## config.mk

```make
export PLATFORM = sky130hd
export DESIGN_NAME = qdr_burst_sram
export DESIGN_NICKNAME = d
export VERILOG_FILES = /design/src/rtl/qdr_burst_sram.sv
export SDC_FILE = /design/constraint.sdc
export NUM_CORES = 2
export LEC_CHECK = 0
export BUFFER_PORTS_ARGS = -buffer_cell sky130_fd_sc_hd__buf_4
export CAP_MARGIN = 30
export CORE_ASPECT_RATIO = 1.4
export CORE_UTILIZATION = 23
export CTS_CLUSTER_SIZE = 20
export DETAILED_ROUTE_END_ITERATION = 12
export PLACE_DENSITY = 0.34
export SYNTH_ARGS = -nofsm -noshare
export SYNTH_HDL_FRONTEND = slang
export SYNTH_SLANG_ARGS = --single-unit
```

## constraint.sdc

```tcl
create_clock -name clk -period 4.6 [get_ports clk]
set_input_delay 0.46 -clock clk [delete_from_list [all_inputs] [get_ports clk]]
set_output_delay 0.46 -clock clk [all_outputs]
set_load 0.005 [all_outputs]
```

## src/rtl/qdr_burst_sram.sv

```systemverilog
module qdr_burst_sram #(
  parameter int AW   = 6,
  parameter int NB   = 2,
  parameter int LANE = 9
) (
  input  logic               clk,
  input  logic               rst_n,
  input  logic               k_edge,
  input  logic               rd_n,
  input  logic               wr_n,
  input  logic [AW-1:0]      addr,
  input  logic [NB-1:0]      bw_n,
  input  logic [NB*LANE-1:0] d,
  output logic [NB*LANE-1:0] q,
  output logic               q_oe,
  output logic               q_valid
);

  localparam int W     = NB * LANE;
  localparam int BW    = AW - 2;
  localparam int DEPTH = 1 << AW;

  logic [W-1:0]  mem [DEPTH];

  logic          rd_pend;
  logic [BW-1:0] rd_base, out_base;
  logic [1:0]    out_cnt;
  logic [1:0]    wst;
  logic [BW-1:0] wr_base;
  logic [W-1:0]  wb0_d;
  logic [NB-1:0] wb0_m;
  logic [W-1:0]  q_r;
  logic          qv_r;

  function automatic logic [W-1:0] merge(input logic [W-1:0] old,
                                         input logic [W-1:0] nw,
                                         input logic [NB-1:0] msk);
    logic [W-1:0] r;
    r = old;
    for (int i = 0; i < NB; i++)
      if (!msk[i]) r[i*LANE +: LANE] = nw[i*LANE +: LANE];
    return r;
  endfunction

  wire unused_lo = ^addr[1:0];

  wire rd_take = k_edge & ~rd_n & ~rd_pend;
  wire wr_take = k_edge & ~wr_n & (wst == 2'd0);

  wire          a_en   = (wst != 2'd0);
  wire          b_en   = (wst == 2'd1);
  wire [AW-1:0] a_addr = b_en ? {addr[AW-1:2], 2'b00} : {wr_base, wst};
  wire [AW-1:0] b_addr = {addr[AW-1:2], 2'b01};
  wire [W-1:0]  a_dat  = b_en ? wb0_d : d;
  wire [NB-1:0] a_msk  = b_en ? wb0_m : bw_n;

  wire          f_start = k_edge & rd_pend;
  wire          fetch   = f_start | (out_cnt != 2'd0);
  wire [AW-1:0] f_addr  = f_start ? {rd_base, 2'b00} : {out_base, out_cnt};

  logic [W-1:0] f_dat;
  always_comb begin
    f_dat = mem[f_addr];
    if (a_en && a_addr == f_addr) f_dat = merge(f_dat, a_dat, a_msk);
    if (b_en && b_addr == f_addr) f_dat = merge(f_dat, d, bw_n);
  end

  always_ff @(posedge clk) begin
    if (a_en) mem[a_addr] <= merge(mem[a_addr], a_dat, a_msk);
    if (b_en) mem[b_addr] <= merge(mem[b_addr], d, bw_n);
  end

  always_ff @(posedge clk or negedge rst_n) begin
    if (!rst_n) begin
      rd_pend  <= 1'b0;
      rd_base  <= '0;
      out_base <= '0;
      out_cnt  <= 2'd0;
      q_r      <= '0;
      qv_r     <= 1'b0;
    end else begin
      if (k_edge) rd_pend <= rd_take;
      if (rd_take) rd_base <= addr[AW-1:2];
      if (f_start) begin
        out_base <= rd_base;
        out_cnt  <= 2'd1;
      end else if (out_cnt != 2'd0) begin
        out_cnt <= out_cnt + 2'd1;
      end
      q_r  <= fetch ? f_dat : '0;
      qv_r <= fetch;
    end
  end

  always_ff @(posedge clk or negedge rst_n) begin
    if (!rst_n) begin
      wst     <= 2'd0;
      wr_base <= '0;
      wb0_d   <= '0;
      wb0_m   <= '1;
    end else begin
      case (wst)
        2'd0: if (wr_take) begin
          wst   <= 2'd1;
          wb0_d <= d;
          wb0_m <= bw_n;
        end
        2'd1: begin
          wr_base <= addr[AW-1:2];
          wst     <= 2'd2;
        end
        2'd2: wst <= 2'd3;
        default: wst <= 2'd0;
      endcase
    end
  end

  assign q       = q_r;
  assign q_valid = qv_r;
  assign q_oe    = qv_r;

  AST_K_ALTERNATE: assert property (@(posedge clk) disable iff (!rst_n) k_edge |=> !k_edge);
  AST_K_RETURNS: assert property (@(posedge clk) disable iff (!rst_n) !k_edge |=> k_edge);
  AST_WR_ADDR_ON_KBAR: assert property (@(posedge clk) disable iff (!rst_n) (wst == 2'd1) |-> !k_edge);
  AST_RD_LATENCY: assert property (@(posedge clk) disable iff (!rst_n) $rose(q_valid) |-> $past(k_edge & ~rd_n, 3));
  AST_BURST_START_ON_K: assert property (@(posedge clk) disable iff (!rst_n) $rose(q_valid) |-> $past(k_edge));
  AST_BURST_END_ON_K: assert property (@(posedge clk) disable iff (!rst_n) $fell(q_valid) |-> $past(k_edge));
  AST_IDLE_BUS_ZERO: assert property (@(posedge clk) disable iff (!rst_n) !q_oe |-> (q == '0));

endmodule

```

==> flow_summary.yaml <==
run_status:
  status: "completed"
setup_path:
  worst-path-max-fanout: 36
  r2r_end: "q[3]$_DFF_PN0_"
  r2r-start: "rd_pend$_DFFE_PN0P_"
  cp.required_ps: 5320
  endpoint: "q[3]$_DFF_PN0_"
  arrival_ps: 4680
  worst-setup-path-type: "reg -> reg"
  crit_start: "rd_pend$_DFFE_PN0P_"
  cp-start-kind: "flop"
  rr_worst_depth: 7
  r2r_slack_ps: 640
  end_kind: "flop"
clock_network:
  cts-root-buf: "clkbuf_16"
  post_cts_buffers: 0
  clock_path_buffers: 4
  cts_made_buffers: 142
  cts_tree: "built"
  worst_skew_pair.late_latency_ps: 810
  path_clk_slew_ps: 60
  cts_max_level: 4
  cts_sinks: 1208
yosys:
  synthTopCellsByArea: "edfxtp_1 (66%), a21oi_1 (4.3%), nor2_1 (3.4%)"
  synth_warnings: 0
  synth.distinct_cells: 84
  synthTopCellsByCount: "edfxtp_1 (1152), nor2_1 (468), a21oi_1 (444)"
  syn_area_um2: 52100
  synth_top_cell_by_area: "edfxtp_1"
  postSynthAreaPerCell_um2: 13.4
  synthDominantCellAreaShare_pct: 66.4
  synth_flop_cell: "edfxtp_1"
  synth_edf_count: 1152
  syn-num-nets: 3940
  synth-seq-cells: 1208
  ys_async_sr_fraction_pct: 4.64
  synth_seq_area_share_pct: 69.1
  synth_most_common_cell: "edfxtp_1"
  synthesis.instances: 3903
timing:
  post-route-min-period_ps: 3960
  max-slew-margin-rel_pct: 25.9
  rsz0062_at_grt: "false"
  hold_ws_ps: 72.8
  finalWorstSetupSlack_ps: 638
  skew_ps: 64.4
  hold_viol_final: 0
  drv_slew: 0
  setup_viol: 0
  setup_tns_ps: 0
  worst_pin_slew_ps: 1110
  clock.fmax_mhz: 252
  fin_crit_sh_pct: 86.1
grt:
  grt_pass1_vias: 35379
  grt_pass1_wl_um: 315000
  overflow: 0
  grt_max_degree: 103
  antenna_found_initial: 19
  gr-usage-all-layers_pct: 20.0
placement:
  place_area_um2: 58100
  gp_congestion: 0.850
  pre_cts_ws_ps: 542
  portBuffers: 48
  hpwl_um: 158000
route:
  drt_wl_total_um: 233000
  antenna_left: 0
  drtPass1Iterations: 5
  avgRoutedWirePerCell_um: 32.1
  drtIter0Drc: 3181
  vias_per_cell: 4.92
  drc: 0
  vias: 35715
pwr:
  ir_drop_uv: 347
  comb_power_share_pct: 36.6
  leakage_nw: 20.5
  swShare_pct: 39.1
  intPower_w: 0.0237
  power_density_nw_per_um2: 624
  sequentialPowerShare_pct: 36.2
  p_switching_w: 0.0152
  clkPwrFrac_pct: 27.2
floorplan:
  dieWidth_um: 404
  io_pins: 51
  rows: 206
  initial_utilization_pct: 23.2
  core_um2: 225000
  die_h_um: 565
  die-area_um2: 229000
layout:
  seqCellArea_um2: 36000
  area_growth_pct: 19.5
  nets: 4182
  multi_input_area_um2: 14700
  stdcell_area_um2: 62300
  fin_util_pct: 27.7
  fill_cells: 23096
  drive_gt1_share_pct: 18.7
job:
  cap_viol_max_count: 0
worst_hold_path:
  hp-class: "in -> reg"
## worst min path at each step
stage                                     from                 endpoint  depth (start not counted)
after global placement    wb0_d[3]$_DFFE_PN0P_     wb0_d[3]$_DFFE_PN0P_                          2
after CTS                              addr[4]   rd_base[2]$_DFFE_PN0P_                          2
after floorplan                          rst_n  out_base[0]$_DFFE_PN0P_                          0
final                                  addr[4]   rd_base[2]$_DFFE_PN0P_                          2
after global routing                   addr[4]   rd_base[2]$_DFFE_PN0P_                          2
after detailed placement  wb0_d[3]$_DFFE_PN0P_     wb0_d[3]$_DFFE_PN0P_                          2
## critical path, stage by stage (launching register included)
cell,delay (ps)
dfrtp_1,830
a21bo_4,650
buf_4,520
nand2_1,100
a22oi_1,360
a221oi_1,190
o32ai_1,900
a31o_2,290
## what timing repair did
item / in CTS / in global routing
endpoints found under the setup margin: 0 / 0
gates resized for setup: 0 / 0
endpoints found under the hold margin: 41 / 0
hold buffers: 3 / 0
## registers in the layout, indices dropped and copies added (netlist names)
register,flops
rd_pend,1
wr_base,4
wb0_d,18
out_base,4
wst,2
q,18
rd_base,4
out_cnt,2
wb0_m,2
mem,1152
q_oe,1
## layer usage
| layer | wire [um] | share of wire [%] | GRT usage [%] |
|---|---|---|---|
| met2 | 123000 | 53 | 36.8 |
| met4 | 8240 | 3.5 | 6.95 |
| met1 | 92500 | 40 | 24.0 |
| met5 | 97 | 0.042 | 0 |
| met3 | 9220 | 4.0 | 2.11 |
## metrics by stage
stage                     std cells  power, W
after global routing           7254    0.0401
after floorplan                3903    0.0209
after detailed placement       7014    0.0287
after global placement         7007    0.0287
final                          7255    0.0389
after CTS                      7252    0.0394
## cell usage in the layout (no fill, tap or decap), drive strengths merged, types with 7 or more instances in the layout
cell type / Yosys / final
nor3: 73 / 73
o32ai: 8 / 8
a221oi: 138 / 138
o22ai: 37 / 37
a22o: 12 / 12
dfrtp: 54 / 54
nor2b: 15 / 15
nand2: 250 / 250
o221ai: 46 / 46
a311o: 7 / 7
clkinv: 1 / 40
a211oi: 47 / 47
nand3: 33 / 33
nor2: 470 / 470
nand2b: 12 / 12
o311ai: 12 / 12
a311oi: 8 / 8
mux4: 22 / 22
o211ai: 15 / 15
edfxtp: 1152 / 1152
inv: 35 / 39
or3: 21 / 21
nor4: 14 / 14
and3: 17 / 17
mux2: 98 / 98
clkbuf: 203 / 187
mux2i: 139 / 139
a221o: 51 / 51
a21oi: 444 / 444
a31oi: 28 / 28
a22oi: 48 / 48
buf: 132 / 430
o21ai: 120 / 120
a211o: 12 / 12
o31ai: 13 / 13
nand4: 19 / 19
## cells by family after synthesis
| family | synth area share [%] |
|---|---|
| flops | 69.1 |
| buf+inv | 3.04 |
| xor+xnor | 0.134 |
| simple gates | 7.69 |
| mux | 5.75 |
| fa+ha+maj | 0.144 |
| compound gates | 14.2 |
## power by group through the flow
stage	clock (W)	sequential, W	combinational (W)
finish	0.0106	0.0141	0.0142
global route	0.0111	0.0141	0.0149
CTS	0.0109	0.0141	0.0144
detailed placement	0	0.0143	0.0144
global placement	0	0.0143	0.0144
floorplan	0	0.0140	0.00690
## layout make-up
type | instances | share of cell area [%]
repair buffers | 433 | 5.73
flip-flops and latches | 1208 | 57.8
diodes | 3 | 0.0121
well taps | 3016 | 6.06
multi-input cells | 2324 | 23.6
clock inverters | 48 | 0.557
clock buffers | 187 | 6.04
inverters | 36 | 0.233
(Power assumes the default switching activity.)
